**src/rtl/io_perm_pkg.sv**
```systemverilog
package io_perm_pkg;

  typedef enum logic [1:0] {
    ST_IDLE,
    ST_PTR,
    ST_MAP,
    ST_DONE
  } chk_state_e;

  localparam int MASK_W = 4;

endpackage

```
**src/rtl/io_perm_gate.sv**
```systemverilog
// Up-front screening of the descriptor and the access width.
module io_perm_gate import io_perm_pkg::*; #(
  parameter int LIMIT_W   = 32,
  parameter int TYPE_W    = 4,
  parameter int SEG_TYPE  = 9,
  parameter int MIN_LIMIT = 103
) (
  input  logic               present_i,
  input  logic [TYPE_W-1:0]  type_i,
  input  logic [LIMIT_W-1:0] limit_i,
  input  logic [2:0]         size_i,
  output logic               ok_o,
  output logic [MASK_W-1:0]  mask_o
);

  logic desc_ok;
  logic size_ok;

  always_comb begin
    desc_ok = present_i && (type_i == TYPE_W'(SEG_TYPE)) &&
              (limit_i >= LIMIT_W'(MIN_LIMIT));
    size_ok = 1'b1;
    case (size_i)
      3'd1:    mask_o = 4'b0001;
      3'd2:    mask_o = 4'b0011;
      3'd4:    mask_o = 4'b1111;
      default: begin
        mask_o  = 4'b0000;
        size_ok = 1'b0;
      end
    endcase
    ok_o = desc_ok && size_ok;
  end

endmodule

```
**src/rtl/io_perm_bound.sv**
```systemverilog
// Bitmap byte offset and the two-byte bounds test.
module io_perm_bound #(
  parameter int DATA_W  = 16,
  parameter int PORT_W  = 16,
  parameter int LIMIT_W = 32,
  localparam int OFF_W  = DATA_W + 1,
  localparam int HI_W   = PORT_W - 3,
  localparam int CMP_W  = LIMIT_W + 1
) (
  input  logic [DATA_W-1:0]  ptr_i,
  input  logic [HI_W-1:0]    port_hi_i,
  input  logic [LIMIT_W-1:0] limit_i,
  output logic [OFF_W-1:0]   off_o,
  output logic               over_o
);

  logic [CMP_W-1:0] last_byte;

  always_comb begin
    off_o     = {1'b0, ptr_i} + {{(OFF_W - HI_W){1'b0}}, port_hi_i};
    last_byte = CMP_W'(off_o) + CMP_W'(1);
    over_o    = last_byte > {1'b0, limit_i};
  end

endmodule

```
**src/rtl/io_perm_bit_test.sv**
```systemverilog
// Shift the bitmap word to the first port and test the width's bits.
module io_perm_bit_test import io_perm_pkg::*; #(
  parameter int DATA_W = 16
) (
  input  logic [DATA_W-1:0] word_i,
  input  logic [2:0]        shift_i,
  input  logic [MASK_W-1:0] mask_i,
  output logic              clear_o
);

  logic [DATA_W-1:0] shifted;

  always_comb begin
    shifted = word_i >> shift_i;
    clear_o = (shifted & {{(DATA_W - MASK_W){1'b0}}, mask_i}) == '0;
  end

endmodule

```
**src/rtl/io_perm_check.sv**
```systemverilog
module io_perm_check import io_perm_pkg::*; #(
  parameter int ADDR_W    = 32,
  parameter int PORT_W    = 16,
  parameter int DATA_W    = 16,
  parameter int TYPE_W    = 4,
  parameter int ERR_W     = 16,
  parameter int SEG_TYPE  = 9,
  parameter int MIN_LIMIT = 103,
  parameter int PTR_OFS   = 'h66,
  localparam int LIMIT_W  = ADDR_W,
  localparam int OFF_W    = DATA_W + 1
) (
  input  logic               clk_i,
  input  logic               rst_ni,
  input  logic               start_i,
  input  logic [PORT_W-1:0]  port_i,
  input  logic [2:0]         size_i,
  input  logic               seg_present_i,
  input  logic [TYPE_W-1:0]  seg_type_i,
  input  logic [ADDR_W-1:0]  seg_base_i,
  input  logic [LIMIT_W-1:0] seg_limit_i,
  output logic               mem_req_o,
  output logic [ADDR_W-1:0]  mem_addr_o,
  input  logic               mem_rvalid_i,
  input  logic [DATA_W-1:0]  mem_rdata_i,
  output logic               busy_o,
  output logic               done_o,
  output logic               allow_o,
  output logic               fault_o,
  output logic [ERR_W-1:0]   err_code_o
);

  chk_state_e         state_q, state_d;
  logic [PORT_W-1:0]  port_q;
  logic [MASK_W-1:0]  mask_q;
  logic [ADDR_W-1:0]  base_q;
  logic [LIMIT_W-1:0] limit_q;
  logic [OFF_W-1:0]   off_q;
  logic               allow_q, allow_d;

  logic               gate_ok;
  logic [MASK_W-1:0]  gate_mask;
  logic [OFF_W-1:0]   map_off;
  logic               map_over;
  logic               bits_clear;

  io_perm_gate #(
    .LIMIT_W  (LIMIT_W),
    .TYPE_W   (TYPE_W),
    .SEG_TYPE (SEG_TYPE),
    .MIN_LIMIT(MIN_LIMIT)
  ) u_gate (
    .present_i(seg_present_i),
    .type_i   (seg_type_i),
    .limit_i  (seg_limit_i),
    .size_i   (size_i),
    .ok_o     (gate_ok),
    .mask_o   (gate_mask)
  );

  io_perm_bound #(
    .DATA_W (DATA_W),
    .PORT_W (PORT_W),
    .LIMIT_W(LIMIT_W)
  ) u_bound (
    .ptr_i    (mem_rdata_i),
    .port_hi_i(port_q[PORT_W-1:3]),
    .limit_i  (limit_q),
    .off_o    (map_off),
    .over_o   (map_over)
  );

  io_perm_bit_test #(
    .DATA_W(DATA_W)
  ) u_bits (
    .word_i (mem_rdata_i),
    .shift_i(port_q[2:0]),
    .mask_i (mask_q),
    .clear_o(bits_clear)
  );

  always_comb begin
    state_d = state_q;
    allow_d = allow_q;
    unique case (state_q)
      ST_IDLE: if (start_i) begin
        allow_d = 1'b0;
        state_d = gate_ok ? ST_PTR : ST_DONE;
      end
      ST_PTR: if (mem_rvalid_i) begin
        allow_d = 1'b0;
        state_d = map_over ? ST_DONE : ST_MAP;
      end
      ST_MAP: if (mem_rvalid_i) begin
        allow_d = bits_clear;
        state_d = ST_DONE;
      end
      ST_DONE: state_d = ST_IDLE;
      default: state_d = ST_IDLE;
    endcase
  end

  always_ff @(posedge clk_i or negedge rst_ni) begin
    if (!rst_ni) begin
      state_q <= ST_IDLE;
      port_q  <= '0;
      mask_q  <= '0;
      base_q  <= '0;
      limit_q <= '0;
      off_q   <= '0;
      allow_q <= 1'b0;
    end else begin
      state_q <= state_d;
      allow_q <= allow_d;
      if (state_q == ST_IDLE && start_i) begin
        port_q  <= port_i;
        mask_q  <= gate_mask;
        base_q  <= seg_base_i;
        limit_q <= seg_limit_i;
      end
      if (state_q == ST_PTR && mem_rvalid_i) off_q <= map_off;
    end
  end

  assign mem_req_o  = (state_q == ST_PTR) || (state_q == ST_MAP);
  assign mem_addr_o = base_q + ((state_q == ST_MAP) ? ADDR_W'(off_q) : ADDR_W'(PTR_OFS));
  assign busy_o     = (state_q != ST_IDLE);
  assign done_o     = (state_q == ST_DONE);
  assign allow_o    = done_o && allow_q;
  assign fault_o    = done_o && !allow_q;
  assign err_code_o = '0;

  // request and address held until answered
  a_r8_req_held: assert property (@(posedge clk_i) disable iff (!rst_ni)
    (mem_req_o && !mem_rvalid_i) |=> (mem_req_o && $stable(mem_addr_o)));

  // verdict lasts one cycle
  a_r6_done_pulse: assert property (@(posedge clk_i) disable iff (!rst_ni)
    done_o |=> !done_o);

  // exactly one verdict flag
  a_r6_one_verdict: assert property (@(posedge clk_i) disable iff (!rst_ni)
    done_o |-> (allow_o ^ fault_o));

  // busy drops after the verdict
  a_r7_idle_after_done: assert property (@(posedge clk_i) disable iff (!rst_ni)
    done_o |=> !busy_o);

  // bad descriptor never reaches memory
  a_r1_no_read_bad_desc: assert property (@(posedge clk_i) disable iff (!rst_ni)
    (start_i && !busy_o && !seg_present_i) |=> (done_o && fault_o && !mem_req_o));

  // stray valid while idle leaves the block idle
  a_r8_idle_valid: assert property (@(posedge clk_i) disable iff (!rst_ni)
    (!busy_o && !start_i && mem_rvalid_i) |=> !busy_o);

endmodule

```
**config.mk**
```make
export PLATFORM = sky130hd
export DESIGN_NAME = io_perm_check
export DESIGN_NICKNAME = d
export VERILOG_FILES = /design/src/rtl/io_perm_pkg.sv /design/src/rtl/io_perm_gate.sv /design/src/rtl/io_perm_bound.sv /design/src/rtl/io_perm_bit_test.sv /design/src/rtl/io_perm_check.sv
export SDC_FILE = /design/constraint.sdc
export NUM_CORES = 1
export LEC_CHECK = 0
export BUFFER_PORTS_ARGS = -buffer_cell sky130_fd_sc_hd__buf_4
export CAP_MARGIN = 0
export CORE_UTILIZATION = 24
export DETAILED_ROUTE_END_ITERATION = 12
export GPL_TIMING_DRIVEN = 0
export PLACE_DENSITY = 0.41
export SETUP_SLACK_MARGIN = 0.5
export SYNTH_ARGS = -nofsm -noshare
export SYNTH_HDL_FRONTEND = slang
export SYNTH_SLANG_ARGS = --single-unit
export TNS_END_PERCENT = 1
```
**constraint.sdc**
```tcl
create_clock -name clk_i -period 4.59 [get_ports clk_i]
set_input_delay 0.2295 -clock clk_i [delete_from_list [all_inputs] [get_ports clk_i]]
set_output_delay 0.2295 -clock clk_i [all_outputs]
set_load 0.03 [all_outputs]
```
==> summary.md, run 1 <==
| Metric | Value |
|---|---|
| CTS Sinks | `103` |
| CP Buf/Inv Count | `1` |
| Sw power | `0.00376 W` |
| CP Launch Type | `register` |
| Post-Syn Area per Cell | `10.4 um^2` |
| Total die area | `a little over 30000 um^2` |
| EDFF count, synth | `0` |
| Routed vias | `between 5000 and 6000` |
| FF-to-FF path depth | `18` |
| Synthesized flop and latch total | `roughly 100` |
| DRT Pass-1 Iters | `4` |
| CTS max path bufs | `2` |
| Critical path peak fanout | `5` |
| R2R Setup Slk | `0.60 ns` |
| Fin. max-slew vios | `0` |
| Worst hold stages | `2` |
| Final setup violation count | `0` |
| Max Clk Rate | `250 MHz` |
| Clock power frac | `9.7%` |
| Initial antenna violation count | `0` |
| Final Hold Vio Count | `0` |
| Die Y | `about 180 um` |
| Status | `finished clean` |
| Core ar. | `~30000 um^2` |
| Relative slew margins | `38.4%` |
| Seq. cell area | `2580 um^2` |
| Grt ovf | `0` |
| CTS tree | `done` |
| Share of layout cells above drive strength 1 | `37.3%` |
| Leading area contributor after synthesis | `dfrtp_1` |
| Largest net degree at the start of global routing | `59` |
| CP max stage cell | `dfrtp_1` |
| Filler cell count in the final layout | `approximately 3100` |
| First-pass GRT wire length | `approximately 32 mm` |
| Site Rows | `63` |
| Die Wd | `176 um` |
| Fraction of registers with async set/reset | `100%` |
| Routed wire per std cell | `16.3 um` |
| Skew final | `0.00788 ns` |
| Endpoint class of the critical path | `register` |
| Total Negative Setup Slacks | `0 ns` |
| Cells after DPL | `1252` |
| DP HPWL | `16.8 mm` |
| Fin crit share | `87.0%` |
| Vias per Instance | `4.51` |
| Synth cell types | `80` |
| CP required | `4.82 ns` |
| Worst vdd ir | `0.000272 V` |
| Nets | `1055` |
| Worst skew pair latency | `0.36 ns` |
| Slowest stage delay, CP | `just under 0.4 ns` |
| H-tree levels | `3` |
| Max-Cap Viols | `0` |
| Initial drt markers | `251` |
| GP Congestion | `0.773` |
| Commonest cells in the netlist | `dfrtp_1, mux2_2, ha_1` |
| Main area contributors after synthesis | `dfrtp_1, mux2_2, ha_1` |
| Area grow syn2layout | `31.0%` |
| Synth top area share | `35.4%` |
| RSZ-0062 raised after global routing | `true` |
| Flop pwr share | `between 20% and 30%` |
| Power per standard cell area | `841 nW/um^2` |
| # diodes | `0` |
| Antenna viol nets, final | `0` |
| Cell internal pwr | `0.00426 W` |
| Crit-path leading delay family | `compound AO/OA/AOI/OAI gates` |
| CTS buffer count | `9` |
| Worst Hold Class | `in2reg` |
| Worst-path clk slew | `0.07 ns` |
| Synthesized area | `7290 um^2` |
| CP dominant cell by count | `a21o_1` |
| Logic gate share of total power | `69.6%` |
| Vias in the first global route | `5770` |
| Synth warnings | `0` |
| Syn Inst Count | `702` |
| Post-synthesis sequential area ratio | `35.4%` |
| Tot GR Track Use | `between 10 and 15%` |
| # DRC | `0` |
| Crit path kind | `reg2reg` |
| Most common cell in the netlist | `dfrtp_1` |
| Clock Tree Root | `clkbuf_16` |
| Input/output buffers | `approximately 140` |
| Net Sw Frac | `46.9%` |
| Hold Path Sink | `mask_q[1]` |
| Top_reg_cell synth | `dfrtp_1` |
| Ports | `161` |
| Leakage power | `roughly 4.3 nW` |
| Worst r2r dst | `state_q[0]` |
| RR Startpoint | `port_q[3]` |
| Final non-filler cell total | `1286` |
| CP arrival | `4.23 ns` |
| Initial Utilization | `24.5%` |
| Final wirelength | `21.0 mm` |
| Footprint of the multi-input gates | `4610 um^2` |
| Min Tclk post-route | `3.99 ns` |
| Slew @ Worst Pin | `0.924 ns` |
| CP cell instances | `ha_2, inv_2, fa_2, nor2b_4, o31a_4, o21a_4, nor4b_4, nand2_1, nor2_2, xor2_1, ha_1, a21o_1, a21o_1, a21o_1, a21o_1, a211o_1, a2111oi_4, o21ai_1` |
| Hold Startpoint | `size_i[0]` |
==> how the worst max path moves through the flow <==
stage / from / end / slack (ns) / depth (start not counted)
finish: port_q[3] / state_q[0] / 0.60 / 18
global placement: port_q[3] / state_q[0] / 0.07 / 18
global route: port_q[3] / state_q[0] / 0.41 / 18
detailed placement: port_q[3] / state_q[0] / 0.08 / 18
floorplan: port_q[3] / state_q[0] / 0.60 / 18
CTS: port_q[3] / state_q[0] / 0.47 / 18
==> flip-flops by register name (all words and copies together) (netlist names) <==
name and count:
off_q 17, mask_q 3, state_q 2, limit_q 32, base_q 32, allow_q 1, port_q 16
==> what timing repair did <==
item / in CTS / in global routing
setup buffers: 2 / 15
resized for setup: 11 / 26
hold buffers: 1 / 0
pin swaps: 4 / 24
endpoints found under the hold margin: 45 / 0
setup endpoints to repair: 13 / 14
cloned: 0 / 0
==> power by group through the flow <==
stage	combinational, W	clock (W)	sequential, W
4_1_cts	0.00534	0.000825	0.00166
6_report	0.00558	0.000782	0.00166
3_3_place_gp	0.00525	0	0.00167
3_5_place_dp	0.00526	0	0.00168
5_1_grt	0.00609	0.000851	0.00173
2_1_floorplan	0.00379	0	0.00158
==> layout by cell type (no fill, tap or decap), types with 22 or more instances in the layout <==
cell type and instances:
nand2_1 38, a21oi_1 22, mux2_2 93, ha_1 50, inv_1 32, xnor2_1 32, buf_4 175, nor2_1 26
o21ai_0 27, dfrtp_1 103
==> final cells by class <==
type	count	area share (%)
plain buffers	36	2.19
clock buffers	12	2.79
clock inverters	4	0.288
inverters	33	1.30
multi-input cells	546	48.3
flip-flops and latches	103	27.0
well taps	390	5.11
repair buffers	162	13.0
==> per-layer routing <==
metal	wire length, um	global-route usage [%]
met1	10200	18.7
met2	9650	22.1
met5	0	0
met4	170	2.64
met3	934	2.54
==> kinds of logic (layout without fill, tap and decap cells) <==
kind of cell    Yosys count  in the layout  synth area share, %
simple gates            166            166                 13.1
compound gates          156            156                 15.0
flops                   103            103                 35.4
mux                      98             98                 15.4
buf+inv                  69            247                 4.55
fa+ha+maj                56             56                 9.82
xor+xnor                 53             53                 6.73
other cells               1             17               0.0515
==> metrics by stage <==
step           hold WS, ns  cell area (um^2)  utilization [%]  total power [W]  setup slack (ns)
2_1_floorplan      -0.0661              7350                -          0.00537             0.598
3_3_place_gp         0.448              8910             30.0          0.00691            0.0748
3_5_place_dp         0.200              8940             30.1          0.00694            0.0815
4_1_cts             0.0655              9300             31.3          0.00783             0.473
5_1_grt             0.0826              9550             32.1          0.00867             0.414
6_report            0.0805              9550             32.1          0.00802             0.597
No activity file was read; power rests on OpenSTA's default activity.
==> inputs of run 2 (changes only) <==
--- a/config.mk
+++ b/config.mk
@@ -5,12 +5,12 @@
 export SDC_FILE = /design/constraint.sdc
 export NUM_CORES = 1
 export LEC_CHECK = 0
-export BUFFER_PORTS_ARGS = -buffer_cell sky130_fd_sc_hd__buf_4
 export CAP_MARGIN = 0
 export CORE_UTILIZATION = 24
 export DETAILED_ROUTE_END_ITERATION = 12
+export DONT_BUFFER_PORTS = 1
 export GPL_TIMING_DRIVEN = 0
-export PLACE_DENSITY = 0.41
+export PLACE_DENSITY = 0.36
 export SETUP_SLACK_MARGIN = 0.5
 export SYNTH_ARGS = -nofsm -noshare
 export SYNTH_HDL_FRONTEND = slang
==> constraint.sdc (replaced) <==
create_clock -name clk_i -period 4.55 [get_ports clk_i]
set_input_delay 0.2275 -clock clk_i [delete_from_list [all_inputs] [get_ports clk_i]]
set_output_delay 0.2275 -clock clk_i [all_outputs]
set_load 0.03 [all_outputs]
==> summary.md, run 2 (synthesis results as in run 1) <==
| Metric | Value |
|---|---|
| Grt ovf | `0 (unchanged)` |
| Share of layout cells above drive strength 1 | `26.3% (was 37.3%)` |
| # DRC | `0 (unchanged)` |
| Final setup violation count | `0 (unchanged)` |
| Area grow syn2layout | `29.2% (was 31.0%)` |
| CTS Sinks | `103 (unchanged)` |
| Power per standard cell area | `839 nW/um^2 (was 841 nW/um^2)` |
| Die Wd | `176 um (unchanged)` |
| Core ar. | `29700 um^2 (unchanged)` |
| Max Clk Rate | `246 MHz (was 250 MHz)` |
| Crit path kind | `reg2reg (unchanged)` |
| RR Startpoint | `port_q[3] (unchanged)` |
| Filler cell count in the final layout | `3062 (was 3135)` |
| Skew final | `0.0105 ns (was 0.00788 ns)` |
| DP HPWL | `16.7 mm (was 16.8 mm)` |
| Status | `finished clean (unchanged)` |
| Worst setup margin | `0.486 ns (was 0.597 ns)` |
| Largest registers | `base_q x32, limit_q x32, off_q x17 (unchanged)` |
| Routed vias | `5678 (was 5797)` |
| Fin crit share | `89.3% (was 87.0%)` |
| Initial antenna violation count | `0 (unchanged)` |
| R2R Setup Slk | `0.49 ns (was 0.60 ns)` |
| Antenna viol nets, final | `0 (unchanged)` |
| Final Hold Vio Count | `0 (unchanged)` |
| Vias per Instance | `4.66 (was 4.51)` |
| Worst Hold Class | `in2reg (unchanged)` |
| Leakage power | `4.02 nW (was 4.32 nW)` |
| H-tree levels | `3 (unchanged)` |
| Largest net degree at the start of global routing | `104 (was 59)` |
| GP Congestion | `0.787 (was 0.773)` |
| Final wirelength | `21.8 mm (was 21.0 mm)` |
| Hold Startpoint | `seg_limit_i[27] (was size_i[0])` |
| Commonest cells after routing, fill and taps aside | `dfrtp_1, mux2_2, dlygate4sd3_1 (was buf_4, dfrtp_1, mux2_2)` |
| Worst hold stages | `1 (was 2)` |
| DRT Pass-1 Iters | `4 (unchanged)` |
| Final non-filler cell total | `1218 (was 1286)` |
| Hold Path Sink | `limit_q[27] (was mask_q[1])` |
| CTS tree | `done (unchanged)` |
| Worst r2r dst | `state_q[0] (unchanged)` |
| Fin. max-slew vios | `0 (unchanged)` |
| Worst vdd ir | `0.000253 V (was 0.000272 V)` |
| RSZ-0062 raised after global routing | `true (unchanged)` |
| Worst skew pair latency | `0.37 ns (was 0.36 ns)` |
| First-pass GRT wire length | `34.1 mm (was 32.3 mm)` |
| Tot GR Track Use | `14.3% (was 13.6%)` |
| Slew @ Worst Pin | `1.01 ns (was 0.924 ns)` |
| Worst-path clk slew | `0.08 ns (was 0.07 ns)` |
| Nets | `988 (was 1055)` |
| CTS buffer count | `9 (unchanged)` |
| Input/output buffers | `0 (was 143)` |
| FF-to-FF path depth | `17 (was 18)` |
| Site Rows | `63 (unchanged)` |
| Cells after DPL | `1108 (was 1252)` |
| CTS max path bufs | `2 (unchanged)` |
| # diodes | `0 (unchanged)` |
| Min Tclk post-route | `4.06 ns (was 3.99 ns)` |
| Die Y | `176 um (unchanged)` |
| CP required | `4.79 ns (was 4.82 ns)` |
| Relative slew margins | `32.1% (was 38.4%)` |
| Max-Cap Viols | `0 (unchanged)` |
| Initial drt markers | `212 (was 251)` |
| Clock Tree Root | `clkbuf_16 (unchanged)` |
| Vias in the first global route | `6098 (was 5770)` |
| Endpoint class of the critical path | `register (unchanged)` |
| Initial Utilization | `24.5% (unchanged)` |
| Ports | `161 (unchanged)` |
| Total die area | `31100 um^2 (unchanged)` |
| Routed wire per std cell | `17.9 um (was 16.3 um)` |
| Setup WS pre-CTS | `-0.368 ns (was 0.0815 ns)` |
| Commonest non-fill, non-tap cell in the layout | `dfrtp_1 (was buf_4)` |
| CP arrival | `4.30 ns (was 4.23 ns)` |
| Critical path peak fanout | `5 (unchanged)` |
| CP Launch Type | `register (unchanged)` |
## run 2: cell types whose count changed in the layout (fill, tap and decap cells not counted), moves of 6 or more
cell | previous run | this run
xnor2_2 | 2 | 9
dlygate4sd3_1 | 1 | 69
buf_4 | 175 | 41
xnor2_1 | 32 | 24
xor2_1 | 17 | 11
xor2_2 | 1 | 7
## run 2: critical path, cell delays in order, from the launching register on
cell and delay (ns):
dfrtp_1 0.42, ha_4 0.19, inv_2 0.05, fa_2 0.22
nor2b_4 0.05, o31a_4 0.36, or4b_4 0.50, nand3_4 0.14
nand3_2 0.08, nor2_1 0.15, xor2_1 0.21, ha_1 0.29
a21o_1 0.19, a21o_1 0.15, a21o_1 0.15, a211o_1 0.33
a2111oi_4 0.34, o21ai_1 0.11
## run 2: worst max-delay path by stage
stage / startpoint / end / slack (ns) / cells after the start
finish: port_q[3] / state_q[0] / 0.49 / 17
global route: port_q[4] / state_q[0] / 0.33 / 16
CTS: port_q[3] / state_q[0] / 0.36 / 18
detailed placement: port_q[3] / state_q[0] / -0.37 / 18
global placement: port_q[3] / state_q[0] / -0.39 / 18
floorplan: port_q[3] / state_q[0] / 0.56 / 18
## run 2: stage by stage
| step | area, um^2 | setup TNS, ns | hold WS, ns | power, W | util, % |
|---|---|---|---|---|---|
| floorplan | 7350 | 0 | -0.0681 | 0.00541 | - |
| global placement | 7840 | -0.393 | -0.0604 | 0.00633 | 26.4 |
| detailed placement | 7840 | -0.368 | -0.0634 | 0.00642 | 26.4 |
| CTS | 9070 | 0 | 0.0000263 | 0.00758 | 30.5 |
| global route | 9410 | 0 | 0.00323 | 0.00852 | 31.7 |
| finish | 9410 | 0 | 0.0171 | 0.00789 | 31.7 |
## run 2: area by class of cell
| type | instances | area, um^2 | share of cell area, % |
|---|---|---|---|
| plain buffers | 36 | 209 | 2.22 |
| well taps | 390 | 488 | 5.18 |
| flip-flops and latches | 103 | 2580 | 27.4 |
| clock buffers | 9 | 225 | 2.39 |
| inverters | 33 | 124 | 1.32 |
| repair buffers | 95 | 906 | 9.62 |
| clock inverters | 6 | 76.3 | 0.811 |
| multi-input cells | 546 | 4810 | 51.1 |
## run 2: where the power goes
group          switching, W  total [W]  internal (W)
logic               0.00309    0.00534       0.00225
clock network      0.000408   0.000844      0.000436
registers          0.000327    0.00171       0.00138
## run 2: repair_timing
action                                 in CTS  in global routing
endpoints found under the hold margin     169                  1
setup endpoints to repair                  19                 19
hold buffers                               69                  1
resized for setup                          32                 29
buffers inserted                            5                 20
pin swaps                                  14                 38
## run 2: per-layer routing
layer	share of wire, %	track usage [%]	vias to the layer above	routed length (um)
met1	45	17.7	2769	9750
met4	1.3	3.84	0	282
met3	4.8	3.40	16	1040
met2	49	24.7	123	10700
met5	0	0	-	0
li1	-	-	2770	-
==> inputs of run 3 (changes only) <==
--- a/config.mk
+++ b/config.mk
@@ -10,6 +10,7 @@
 export DETAILED_ROUTE_END_ITERATION = 12
 export DONT_BUFFER_PORTS = 1
 export GPL_TIMING_DRIVEN = 0
+export HOLD_SLACK_MARGIN = 0.02
 export PLACE_DENSITY = 0.36
 export SETUP_SLACK_MARGIN = 0.5
 export SYNTH_ARGS = -nofsm -noshare
==> summary.md, run 3 (synthesis results as in run 1) <==
| Metric | Value |
|---|---|
| Status | `finished clean (unchanged)` |
| Core ar. | `29700 um^2 (unchanged)` |
| FF-to-FF path depth | `17 (unchanged)` |
| Final wirelength | `21.9 mm (was 21.8 mm)` |
| Endpoint class of the critical path | `register (unchanged)` |
| Site Rows | `63 (unchanged)` |
| CP required | `4.79 ns (about the same)` |
| Critical path peak fanout | `5 (unchanged)` |
| Worst skew pair latency | `0.37 ns (about the same)` |
| Total die area | `31100 um^2 (unchanged)` |
| Nets | `1005 (was 988)` |
| Input/output buffers | `0 (unchanged)` |
| Area grow syn2layout | `31.2% (was 29.2%)` |
| Worst Hold Class | `in2reg (unchanged)` |
| Worst r2r dst | `state_q[0] (unchanged)` |
| DRT Pass-1 Iters | `4 (unchanged)` |
| Skew final | `0.0101 ns (was 0.0105 ns)` |
| GP Congestion | `0.787 (unchanged)` |
| Initial antenna violation count | `0 (unchanged)` |
| Min Tclk post-route | `4.07 ns (was 4.06 ns)` |
| Crit-path leading delay family | `compound AO/OA/AOI/OAI gates (unchanged)` |
| Stages on worst setup path | `17 (unchanged)` |
| Power per standard cell area | `827 nW/um^2 (was 839 nW/um^2)` |
| Tot GR Track Use | `14.4% (was 14.3%)` |
| CP Buf/Inv Count | `1 (unchanged)` |
| # diodes | `0 (unchanged)` |
| CP cell instances | `ha_4, inv_2, fa_2, nor2b_4, o31a_4, or4b_4, nand3_4, nand3_2, nor2_1, xor2_1, ha_1, a21o_1, a21o_1, a21o_1, a211o_1, a2111oi_4, o21ai_1 (unchanged)` |
| First-pass GRT wire length | `34.3 mm (was 34.1 mm)` |
| CP dominant cell by count | `a21o_1 (unchanged)` |
| Die Y | `176 um (unchanged)` |
| Vias in the first global route | `6162 (was 6098)` |
| Hold Startpoint | `size_i[2] (was seg_limit_i[27])` |
| Initial drt markers | `224 (was 212)` |
| Crit path to | `state_q[0] (unchanged)` |
| Final non-filler cell area | `9560 um^2 (was 9410 um^2)` |
| Max-Cap Viols | `0 (unchanged)` |
| CP max stage cell | `or4b_4 (unchanged)` |
| Slew @ Worst Pin | `1.01 ns (about the same)` |
| Fin. max-slew vios | `0 (unchanged)` |
| # DRC | `0 (unchanged)` |
| RR Startpoint | `port_q[3] (unchanged)` |
| Final setup violation count | `0 (unchanged)` |
| Clock Tree Root | `clkbuf_16 (unchanged)` |
| Share of layout cells above drive strength 1 | `25.7% (was 26.3%)` |
| Leakage power | `4.10 nW (was 4.02 nW)` |
| H-tree levels | `3 (unchanged)` |
| CTS tree | `done (unchanged)` |
| Placed Area | `7840 um^2 (unchanged)` |
| Fin crit share | `89.4% (was 89.3%)` |
| Filler cell count in the final layout | `3052 (was 3062)` |
| Initial Utilization | `24.5% (unchanged)` |
| Routed wire per std cell | `17.7 um (was 17.9 um)` |
| DP HPWL | `16.7 mm (unchanged)` |
| Vias per Instance | `4.65 (was 4.66)` |
| Max Clk Rate | `246 MHz (about the same)` |
| CP arrival | `4.31 ns (was 4.30 ns)` |
| Routed vias | `5742 (was 5678)` |
| R2R Setup Slk | `0.48 ns (was 0.49 ns)` |
| Antenna viol nets, final | `0 (unchanged)` |
| Commonest non-fill, non-tap cell in the layout | `dfrtp_1 (unchanged)` |
| CP Launch Type | `register (unchanged)` |
| Final Hold Vio Count | `0 (unchanged)` |
| CTS max path bufs | `2 (unchanged)` |
| Commonest cells after routing, fill and taps aside | `dfrtp_1, mux2_2, dlygate4sd3_1 (unchanged)` |
| Relative slew margins | `32.1% (about the same)` |
| Ports | `161 (unchanged)` |
| Die Wd | `176 um (unchanged)` |
| Largest net degree at the start of global routing | `104 (unchanged)` |
| CTS buffer count | `9 (unchanged)` |
| Hold WS | `0.0477 ns (was 0.0171 ns)` |
| Worst vdd ir | `0.000253 V (about the same)` |
| Slowest stage delay, CP | `0.50 ns (about the same)` |
| Grt ovf | `0 (unchanged)` |
| RSZ-0062 raised after global routing | `true (unchanged)` |
| Worst-path clk slew | `0.08 ns (about the same)` |
| CTS Sinks | `103 (unchanged)` |
| Crit path kind | `reg2reg (unchanged)` |
| Crit. Startpoint | `port_q[3] (unchanged)` |
| Largest registers | `base_q x32, limit_q x32, off_q x17 (unchanged)` |
-- run 3: final cells by class --
class,instances,area [um^2],area share (%)
Clock inverter,6,76.3,0.798
Sequential cell,103,2580,26.9
Multi-Input combinational cell,546,4790,50.1
Timing Repair Buffer,112,1070,11.2
Clock buffer,9,225,2.35
Buffer,36,209,2.18
Inverter,33,124,1.30
Tap cell,390,488,5.10
-- run 3: how the worst min path moves through the flow --
stage / end / slack (ns) / cells past startpoint
2_1_floorplan: allow_q / -0.07 / 0
3_3_place_gp: base_q[11] / -0.06 / 0
3_5_place_dp: port_q[2] / -0.06 / 0
4_1_cts: mask_q[1] / 0.03 / 2
5_1_grt: mask_q[1] / 0.04 / 2
6_report: mask_q[1] / 0.05 / 2
-- run 3: what timing repair did --
item                       4_1_cts  5_1_grt
buffers inserted                 5       21
setup endpoints to repair       19       19
pin swaps                       14       37
resized for setup               32       27
hold endpoints to repair       186        0
hold buffers                    86        0
-- run 3: per-layer routing --
layer	up-vias	track usage (%)	share of wire [%]	wire length [um]
met1	2795	17.9	45	9840
met3	16	3.27	4.7	1030
li1	2801	-	-	-
met2	130	24.8	49	10800
met5	-	0	0	0
met4	0	3.91	1.3	280
-- run 3: through the flow --
step                utilization, %  total power (W)  instances  setup TNS (ns)  setup slack (ns)
floorplan                        -          0.00541        718               0             0.558
CTS                           31.1          0.00759       1214               0             0.357
detailed placement            26.4          0.00642       1108          -0.368            -0.368
global route                  32.2          0.00853       1235               0             0.326
global placement              26.4          0.00633       1108          -0.393            -0.393
finish                        32.2          0.00791       1235               0             0.481
-- run 3: power breakdown --
part           switching [W]  total, W  internal, W  leakage [nW]
registers           0.000328   0.00171      0.00138          1.23
logic                0.00309   0.00535      0.00226          2.72
clock network       0.000406  0.000842     0.000436         0.149
